==> src/rtl/hsp_pkg.sv <==
package hsp_pkg;
  localparam int ID_W = 5;
  localparam logic [ID_W-1:0] BCAST_ID = '1;

  typedef enum logic [1:0] {
    ST_IDLE = 2'd0,
    ST_REQ  = 2'd1,
    ST_ACK  = 2'd2,
    ST_REL  = 2'd3
  } hsp_state_e;
endpackage

==> src/rtl/hsp_decode.sv <==
module hsp_decode
  import hsp_pkg::*;
(
  input  logic            cfg_dual_strobe,
  input  logic            h_sel,
  input  logic [ID_W-1:0] h_cid,
  input  logic [ID_W-1:0] cfg_dev_id,
  input  logic            h_rnw,
  input  logic            h_ds,
  input  logic            h_ws,
  output logic            claim,
  output logic            is_write,
  output logic            is_bcast
);
  logic strobe;
  logic id_match;

  always_comb begin
    if (cfg_dual_strobe) begin
      strobe   = h_ds ^ h_ws;
      is_write = h_ws;
    end else begin
      strobe   = h_ds;
      is_write = ~h_rnw;
    end
    is_bcast = (h_cid == BCAST_ID);
    id_match = (h_cid == cfg_dev_id);
    claim    = h_sel & strobe & (is_bcast ? is_write : id_match);
  end
endmodule

==> src/rtl/hsp_window.sv <==
module hsp_window #(
  parameter int AW       = 21,
  parameter int IAW      = 28,
  parameter int WIN_BITS = 12,
  parameter int BASE_W   = 16
) (
  input  logic              clk,
  input  logic              rst_n,
  input  logic              cfg_win_en,
  input  logic [AW-1:0]     h_addr,
  input  logic              base_we,
  input  logic [BASE_W-1:0] base_wdata,
  output logic              reserved,
  output logic [IAW-1:0]    map_addr,
  output logic [BASE_W-1:0] base_q
);
  logic [IAW-1:0] flat_addr;
  logic [IAW-1:0] win_addr;

  generate
    if (IAW > AW) begin : g_extend
      assign flat_addr = {{(IAW-AW){1'b0}}, h_addr};
    end else begin : g_direct
      assign flat_addr = h_addr[IAW-1:0];
    end
  endgenerate

  assign win_addr = {base_q, h_addr[WIN_BITS-1:0]};
  assign map_addr = cfg_win_en ? win_addr : flat_addr;
  assign reserved = &h_addr;

  always_ff @(posedge clk or negedge rst_n) begin
    if (!rst_n)       base_q <= '0;
    else if (base_we) base_q <= base_wdata;
  end
endmodule

==> src/rtl/hsp_fsm.sv <==
module hsp_fsm
  import hsp_pkg::*;
#(
  parameter int DW        = 64,
  parameter int IAW       = 28,
  parameter int BASE_W    = 16,
  parameter int BURST_LEN = 4,
  localparam int BW       = DW / 8,
  localparam int CNT_W    = $clog2(BURST_LEN + 1)
) (
  input  logic              clk,
  input  logic              rst_n,
  input  logic              claim,
  input  logic              is_write,
  input  logic              is_bcast,
  input  logic              reserved,
  input  logic [IAW-1:0]    map_addr,
  input  logic              h_burst,
  input  logic [BW-1:0]     h_be,
  input  logic [DW-1:0]     h_wdata,
  input  logic [BASE_W-1:0] base_q,
  input  logic              cfg_ack_rel,
  input  logic              m_ready,
  input  logic [DW-1:0]     m_rdata,
  output logic              base_we,
  output logic              m_valid,
  output logic              m_write,
  output logic [IAW-1:0]    m_addr,
  output logic [BW-1:0]     m_be,
  output logic [DW-1:0]     m_wdata,
  output logic [DW-1:0]     h_rdata,
  output logic              h_ack,
  output logic              h_ack_oe
);
  hsp_state_e     state;
  logic [IAW-1:0] addr_q, next_q;
  logic [CNT_W-1:0] left_q;
  logic           wr_q, bc_q;
  logic [BW-1:0]  be_q;
  logic [DW-1:0]  wd_q, rd_q;
  logic           in_burst;
  logic           take_reserved;

  assign in_burst      = (left_q != '0);
  assign take_reserved = reserved & ~in_burst;
  assign base_we       = (state == ST_IDLE) & claim & take_reserved & is_write;

  always_ff @(posedge clk or negedge rst_n) begin
    if (!rst_n) begin
      state  <= ST_IDLE;
      addr_q <= '0;
      next_q <= '0;
      left_q <= '0;
      wr_q   <= 1'b0;
      bc_q   <= 1'b0;
      be_q   <= '0;
      wd_q   <= '0;
      rd_q   <= '0;
    end else begin
      unique case (state)
        ST_IDLE: if (claim) begin
          wr_q <= is_write;
          bc_q <= is_bcast;
          be_q <= is_write ? h_be : '1;
          wd_q <= h_wdata;
          if (in_burst) begin
            addr_q <= next_q;
            next_q <= next_q + 1'b1;
            left_q <= left_q - 1'b1;
            state  <= ST_REQ;
          end else if (reserved) begin
            if (!is_write) begin
              rd_q               <= '0;
              rd_q[BASE_W-1:0]   <= base_q;
            end
            state <= ST_ACK;
          end else begin
            addr_q <= map_addr;
            next_q <= map_addr + 1'b1;
            left_q <= h_burst ? CNT_W'(BURST_LEN - 1) : '0;
            state  <= ST_REQ;
          end
        end
        ST_REQ: if (m_ready) begin
          if (!wr_q) rd_q <= m_rdata;
          state <= ST_ACK;
        end
        ST_ACK:  state <= ST_REL;
        ST_REL:  state <= ST_IDLE;
        default: state <= ST_IDLE;
      endcase
    end
  end

  assign m_valid  = (state == ST_REQ);
  assign m_write  = wr_q;
  assign m_addr   = addr_q;
  assign m_be     = be_q;
  assign m_wdata  = wd_q;
  assign h_rdata  = rd_q;
  assign h_ack_oe = (state != ST_IDLE) & ~bc_q;
  assign h_ack    = (state == ST_ACK) |
                    ((state != ST_REQ) & (state != ST_ACK) & cfg_ack_rel);
endmodule

==> src/rtl/host_slave_port.sv <==
module host_slave_port
  import hsp_pkg::*;
#(
  parameter int AW        = 21,
  parameter int DW        = 64,
  parameter int IAW       = 28,
  parameter int WIN_BITS  = 12,
  parameter int BURST_LEN = 4,
  localparam int BW       = DW / 8,
  localparam int BASE_W   = IAW - WIN_BITS
) (
  input  logic            clk,
  input  logic            rst_n,
  input  logic [ID_W-1:0] cfg_dev_id,
  input  logic            cfg_dual_strobe,
  input  logic            cfg_win_en,
  input  logic            cfg_ack_rel,
  input  logic            h_sel,
  input  logic [ID_W-1:0] h_cid,
  input  logic [AW-1:0]   h_addr,
  input  logic            h_rnw,
  input  logic            h_ds,
  input  logic            h_ws,
  input  logic            h_burst,
  input  logic [BW-1:0]   h_be,
  input  logic [DW-1:0]   h_wdata,
  output logic [DW-1:0]   h_rdata,
  output logic            h_ack,
  output logic            h_ack_oe,
  output logic            m_valid,
  input  logic            m_ready,
  output logic            m_write,
  output logic [IAW-1:0]  m_addr,
  output logic [BW-1:0]   m_be,
  output logic [DW-1:0]   m_wdata,
  input  logic [DW-1:0]   m_rdata
);
  logic              claim, is_write, is_bcast;
  logic              reserved, base_we;
  logic [IAW-1:0]    map_addr;
  logic [BASE_W-1:0] base_q;

  hsp_decode u_decode (
    .cfg_dual_strobe (cfg_dual_strobe),
    .h_sel           (h_sel),
    .h_cid           (h_cid),
    .cfg_dev_id      (cfg_dev_id),
    .h_rnw           (h_rnw),
    .h_ds            (h_ds),
    .h_ws            (h_ws),
    .claim           (claim),
    .is_write        (is_write),
    .is_bcast        (is_bcast)
  );

  hsp_window #(
    .AW(AW), .IAW(IAW), .WIN_BITS(WIN_BITS), .BASE_W(BASE_W)
  ) u_window (
    .clk        (clk),
    .rst_n      (rst_n),
    .cfg_win_en (cfg_win_en),
    .h_addr     (h_addr),
    .base_we    (base_we),
    .base_wdata (h_wdata[BASE_W-1:0]),
    .reserved   (reserved),
    .map_addr   (map_addr),
    .base_q     (base_q)
  );

  hsp_fsm #(
    .DW(DW), .IAW(IAW), .BASE_W(BASE_W), .BURST_LEN(BURST_LEN)
  ) u_fsm (
    .clk         (clk),
    .rst_n       (rst_n),
    .claim       (claim),
    .is_write    (is_write),
    .is_bcast    (is_bcast),
    .reserved    (reserved),
    .map_addr    (map_addr),
    .h_burst     (h_burst),
    .h_be        (h_be),
    .h_wdata     (h_wdata),
    .base_q      (base_q),
    .cfg_ack_rel (cfg_ack_rel),
    .m_ready     (m_ready),
    .m_rdata     (m_rdata),
    .base_we     (base_we),
    .m_valid     (m_valid),
    .m_write     (m_write),
    .m_addr      (m_addr),
    .m_be        (m_be),
    .m_wdata     (m_wdata),
    .h_rdata     (h_rdata),
    .h_ack       (h_ack),
    .h_ack_oe    (h_ack_oe)
  );
endmodule

==> config.mk <==
export PLATFORM = sky130hd
export DESIGN_NAME = host_slave_port
export DESIGN_NICKNAME = d
export VERILOG_FILES = /design/src/rtl/hsp_pkg.sv /design/src/rtl/hsp_decode.sv /design/src/rtl/hsp_window.sv /design/src/rtl/hsp_fsm.sv /design/src/rtl/host_slave_port.sv
export SDC_FILE = /design/constraint.sdc
export NUM_CORES = 1
export LEC_CHECK = 0
export BUFFER_PORTS_ARGS = -buffer_cell sky130_fd_sc_hd__buf_2
export CAP_MARGIN = 30
export CORE_ASPECT_RATIO = 1.25
export CORE_MARGIN = 4
export CORE_UTILIZATION = 51
export CTS_CLUSTER_SIZE = 8
export DETAILED_ROUTE_END_ITERATION = 10
export PLACE_DENSITY_LB_ADDON = 0.25
export SETUP_SLACK_MARGIN = 0.1
export SLEW_MARGIN = 10
export SYNTH_ARGS = -nofsm -noshare
export SYNTH_HDL_FRONTEND = slang
export SYNTH_SLANG_ARGS = --single-unit
==> constraint.sdc <==
create_clock -name clk -period 3.9 [get_ports clk]
set_input_delay 0.78 -clock clk [delete_from_list [all_inputs] [get_ports clk]]
set_output_delay 0.78 -clock clk [all_outputs]
set_load 0.03 [all_outputs]
==> After elaboration in Yosys (flattened, before gate mapping) <==
Index checks and enable logic that the tools add are counted.
{ "word_totals": {"regBits": 215, "inputBits": 178, "elab_cells": 74} }
{ "classes": {"addsub": 3, "eq_ne": 14, "n_mux": 24, "bitwise_logic": 14, "n_reduce_logical": 9} }
{ "op_table": {"columns": ["operator", "n"], "rows": [
  ["$mux 64", 6],
  ["$mux 28", 5],
  ["$pmux 64 s2", 1],
  ["$add 28x1->28 const B", 2],
  ["$reduce_and 21->1", 1],
  ["$mux 2", 5],
  ["$ne 2x2->1 const B", 5],
  ["$and 1x1->1", 9],
  ["$mux 8", 1],
  ["$ne 2x1->1 const B", 4],
  ["$pmux 2 s4", 1],
  ["$reduce_and 7->1", 1],
  ["$mux 3", 2],
  ["$eq 5x5->1", 1],
  ["$eq 5x5->1 const B", 1],
  ["$eq 2x2->1 const B", 2],
  ["$reduce_and 2->1", 2],
  ["$reduce_bool 2->1", 2],
  ["$mux 1", 3],
  ["$not 1->1", 3],
  ["$reduce_and 3->1", 1],
  ["$reduce_bool 3->1", 1],
  ["$sub 3x1->3 const B", 1],
  ["$eq 2x1->1 const B", 1],
  ["3 further kinds", 3]
]} }

==> Logic depth before layout (Yosys ltp) <==
{ "logic_depth": {"ltp_word": 7, "ltp_mapped": 15} }

==> Modules after synthesis <==
Synthesis repeated with hierarchy kept, for this count alone.
{ "hier_totals": {"hier_cells": 994, "hier_area_um2": 10332.4} }
{ "by_module_without_submodules": {"columns": ["mod", "n_inst", "cells_per_inst", "area_each_um2"], "rows": [
  ["hsp_fsm", 1, 906, 9342.7],
  ["hsp_window", 1, 72, 890.9],
  ["hsp_decode", 1, 16, 98.8]
]} }

==> Least setup slack after synthesis <==
No wires, ideal clock.
{ "synth_timing": {"path_kind": "reg-to-reg", "startpoint": "reg u_fsm.left_q[0]", "endpoint": "reg u_fsm.next_q[24]", "setup_ns": 0.122, "arrival_time_ns": 2.898, "required_time_ns": 3.778, "setup_slack_ns": 0.881, "stages_incl_launch_ff": 16, "path_buffers": 5, "synth_period_minus_slack_ns": 3.019, "cell_sequence": "dfrtp_1 > inv_1 > ha_1 > nand2b_1 > buf_4 > buf_6 > buf_2 > clkbuf_1 > nand2_1 > nand2_1 > ha_1 > o2111ai_1 > buf_2 > nor3_1 > and3_1 > o31ai_2"} }
{ "synth_via": {"elab_chain_cells": 3, "elab_cells_between_ends": 4, "classes_between": "1 x eq/ne; 1 x mux; 2 x reduce/logical"} }
{ "synth_rtl": {"columns": ["element", "line_no", "text"], "rows": [
  ["start: declaration", "hsp_fsm.sv:37", "logic [CNT_W-1:0] left_q;"],
  ["start signal: assignment", "hsp_fsm.sv:69", "left_q <= left_q - 1'b1;"],
  ["start signal: assignment", "hsp_fsm.sv:80", "left_q <= h_burst ? CNT_W'(BURST_LEN - 1) : '0;"],
  ["$reduce_bool 3->1 (*)", "hsp_fsm.sv:44", "assign in_burst = (left_q != '0);"],
  ["$ne 2x2->1 (no source line)", null, null],
  ["$reduce_and 3->1 (no source line)", null, null],
  ["end signal: assignment", "hsp_fsm.sv:68", "next_q <= next_q + 1'b1;"],
  ["end signal: assignment", "hsp_fsm.sv:79", "next_q <= map_addr + 1'b1;"],
  ["end: declaration", "hsp_fsm.sv:36", "logic [IAW-1:0] addr_q, next_q;"]
]} }
Mark *: on every way between the ends. The rest lies on a longest branch, timed or not.
A chain may end at the register's enable or synchronous reset.

==> Worst setup path in the final report <==
{ "layout_timing": {"startpoint": "reg u_fsm.left_q[0]", "endpoint": "reg u_fsm.next_q[21]"} }
The elaborated chain is that of the path after synthesis.

==> impl_metrics.py <==
metrics = {
    "run_status": {
        "run_status": "completed",
    },
    "layout": {
        "multi_input_comb_area_um2": 4220,
        "post_route_cells_drive_above_1_share_pct": 43.6,
        "layout.nets": 1427,
        "regArea_um2": 5380,
        "area_delta_synth_final_pct": 28.1,
        "fillerInstances": 1581,
    },
    "synthesis": {
        "postSynthRegisterBits": 215,
        "syn_avg_cell_area_um2": 11.3,
        "yosysUniqueCellTypes": 62,
        "synth_area_leaders": "sky130_fd_sc_hd__dfrtp_1 (54%), sky130_fd_sc_hd__mux2_2 (14%), sky130_fd_sc_hd__mux2i_1 (6.8%), sky130_fd_sc_hd__nand2_1 (5.2%), sky130_fd_sc_hd__inv_1 (2.2%)",
        "yosysSeqAreaShare_pct": 53.5,
        "synth.cell_area_um2": 10100,
        "synthesized_nets": 1076,
        "post-synth-top-count-cell": "sky130_fd_sc_hd__dfrtp_1",
        "netlist_top_cells_count": "sky130_fd_sc_hd__dfrtp_1 (215), sky130_fd_sc_hd__nand2_1 (140), sky130_fd_sc_hd__mux2_2 (123)",
        "synth_largest_type_area_fraction_pct": 53.5,
        "synth_area_leader_cell": "sky130_fd_sc_hd__dfrtp_1",
        "postSynthCellCount": 892,
        "predominant_post_synthesis_flop_cell": "sky130_fd_sc_hd__dfrtp_1",
        "synth-edff-count": 0,
        "yosys_warnings": 0,
        "async_reset_ff_share_pct": 100,
    },
    "routing": {
        "drt_first_iter_violations": 399,
        "detail-route-antenna-nets": 0,
        "via_per_inst": 5.34,
        "drt_pass1_iterations": 5,
        "routed_wl_mm": 28.0,
        "dr_total_vias": 8065,
        "drcViolationCount": 0,
        "drt-wirelength-per-cell_um": 18.5,
    },
    "sta": {
        "worst_margin_slew_ns": 0.908,
        "clock_skew_ns": 0.0126,
        "time_the_worst_path_needs_with_i_o_delays_and_setup_ns": 3.06,
        "final-max-slew-violation-count": 0,
        "setup_repair_after_global_routing_missed_its_margin": "false",
        "finalHoldViolations": 0,
        "max_freq_ghz": 0.327,
        "timing.setup.tns_ns": 0,
        "setup_ws_ns": 0.842,
        "maxSlewHeadroom_pct": 39.5,
        "post-route-period-util_pct": 78.4,
        "setup_violations": 0,
    },
    "clock_network": {
        "clock_insertion_delay_worst_skew_ns": 0.53,
        "ctsLongestPathBuffers": 3,
        "clock_tree.root_cell": "sky130_fd_sc_hd__clkbuf_16",
        "clock-sinks": 215,
        "ctsResizeCount": 0,
        "clkSlewWorstSetupHoldPaths_ns": 0.05,
        "number_of_buffers_created_by_cts": 30,
        "cts_setup_buffers": 0,
        "h-tree-depth": 1,
        "post_cts_hold_buffer_count": 0,
        "clock_tree_from_tritoncts": "yes",
    },
    "critical_path": {
        "critical_path.endpoint_type": "flop",
        "critical_path.endpoint": "u_fsm.next_q[21]",
        "timing.critical_path.from_type": "flop",
        "ff2ff_setup_slack_ns": 0.84,
        "critical_path.reg2reg.endpoint": "u_fsm.next_q[21]",
        "setup.worst_path.class": "reg2reg",
        "timing.rr.start": "u_fsm.left_q[0]",
        "timing.reg2reg.worst_path_depth": 10,
        "crit_start": "u_fsm.left_q[0]",
        "cp.required_ns": 4.37,
        "worstPathMaxFanout": 31,
        "critPathArrivalTime_ns": 3.53,
    },
    "floorplanning": {
        "top_level_pins": 346,
        "floorplan.initialDensity_pct": 51.8,
        "floorplan.die.height_um": 165,
        "core_region_area_um2": 19400,
        "rows": 57,
        "design.die.area_um2": 22000,
        "die-width_um": 134,
    },
    "global_routing": {
        "most_crowded_layer_gr": "met2",
        "grt_util_met1_pct": 28.5,
        "grt_pass1_wl_mm": 43.3,
        "grt_util_all_layers_pct": 24.6,
        "grt_max_degree": 96,
        "use_met3_pct": 6.73,
        "grt_remaining_overflow": 0,
        "grt_antenna_before_repair": 2,
        "first_global_vias": 8279,
        "grtUsageMet2_pct": 43.8,
    },
    "power_and_ir_drop": {
        "static_leakage_uw": 0.00704,
        "cellPowerDensity_nw_per_um2": 648,
        "power.ir.vdd_worst_uv": 460,
    },
    "job": {
        "max-cap-violations": 0,
    },
    "placement": {
        "port_buffers": 345,
        "place_hpwl_mm": 20.7,
        "place.gp.congestion": 0.898,
        "dp_worst_setup_slack_ns": 0.717,
    },
    "min_path": {
        "holdCritPathClass": "in2async",
    },
}
[placed cells by master, fill, tap and decap left out, drive strengths merged, types with 5 or more instances in the layout]
cell type and count:
nand4 8, clkbuf 31, mux2 123, nor3 9
nand3 12, nor2 23, inv 59, a21oi 28
o21ai 42, dfrtp 215, nand2 140, o22a 8
and3 5, nor4 13, buf 368, mux2i 70
xnor2 5, ha 6, xor2 10, a211oi 9
[worst min path at each step]
stage | startpoint | end | slack [ns] | cells after the start
after floorplan | u_fsm.next_q[25] | u_fsm.next_q[25] | 0.45 | 2
after global placement | u_fsm.m_addr[1] | u_fsm.m_addr[1] | 0.46 | 2
after detailed placement | u_fsm.m_addr[1] | u_fsm.m_addr[1] | 0.46 | 2
after CTS | rst_n | u_fsm.m_addr[8] | 0.30 | 1
after global routing | rst_n | u_fsm.m_addr[9] | 0.29 | 1
final | rst_n | u_fsm.m_addr[9] | 0.24 | 1
[critical path, cell delays in order (launching register included)]
cell	delay, ns
sky130_fd_sc_hd__dfrtp_1	0.31
sky130_fd_sc_hd__inv_1	0.07
sky130_fd_sc_hd__ha_1	0.22
sky130_fd_sc_hd__buf_4	0.17
sky130_fd_sc_hd__nand2b_1	0.19
sky130_fd_sc_hd__buf_4	0.39
sky130_fd_sc_hd__mux2i_1	0.37
sky130_fd_sc_hd__and4_1	0.39
sky130_fd_sc_hd__nand3_1	0.21
sky130_fd_sc_hd__or4_1	0.55
sky130_fd_sc_hd__nand3_1	0.10
[stage by stage]
| step | hold WS [ns] | power, µW | std cells | area [µm²] | utilization (%) |
|---|---|---|---|---|---|
| after floorplan | 0.448 | 5140 | 892 | 10100 | - |
| after global placement | 0.456 | 6080 | 1475 | 12100 | 62.3 |
| after detailed placement | 0.462 | 6180 | 1476 | 12100 | 62.4 |
| after CTS | 0.297 | 8440 | 1508 | 12900 | 66.4 |
| after global routing | 0.289 | 8770 | 1510 | 12900 | 66.4 |
| final | 0.243 | 8340 | 1510 | 12900 | 66.4 |
[sequential cells by signal, summed over array words and instances, names as in the netlist]
signal,cells
u_window.base_q,16
u_fsm.bc_q,1
u_fsm.m_wdata,64
u_fsm.state,2
u_fsm.next_q,28
u_fsm.m_addr,28
u_fsm.m_write,1
u_fsm.m_be,8
u_fsm.left_q,3
u_fsm.h_rdata,64
[final cells by class]
type                    instances  area share (%)
clock inverters                 1           0.126
flip-flops and latches        215            41.8
inverters                      59            1.72
well taps                     265            2.57
diodes                          2          0.0389
clock buffers                  31            5.86
multi-input cells             569            32.7
repair buffers                368            15.2
[per-layer routing]
metal / wire (µm) / vias up
met3: 2080 / 68
met4: 996 / 0
met5: 0 / -
met1: 10400 / 3935
met2: 14500 / 285
li1: - / 3777
[where the power goes]
| part | total, µW | switching (µW) | internal [µW] | leakage [µW] |
|---|---|---|---|---|
| clock network | 2210 | 873 | 1340 | 0.000378 |
| logic | 3130 | 2020 | 1110 | 0.00376 |
| registers | 3000 | 258 | 2740 | 0.00290 |
[cells by family after synthesis]
family                     share of synthesized area (%)
and+or+nand+nor                                     10.9
DFF                                                 53.5
muxes                                               20.9
AOI/OAI and AO/OA                                   7.70
buffers and inverters                               4.90
xor gates and xnor gates                            1.31
adders and majority gates                          0.747
No activity file was read; power rests on OpenSTA's default activity.
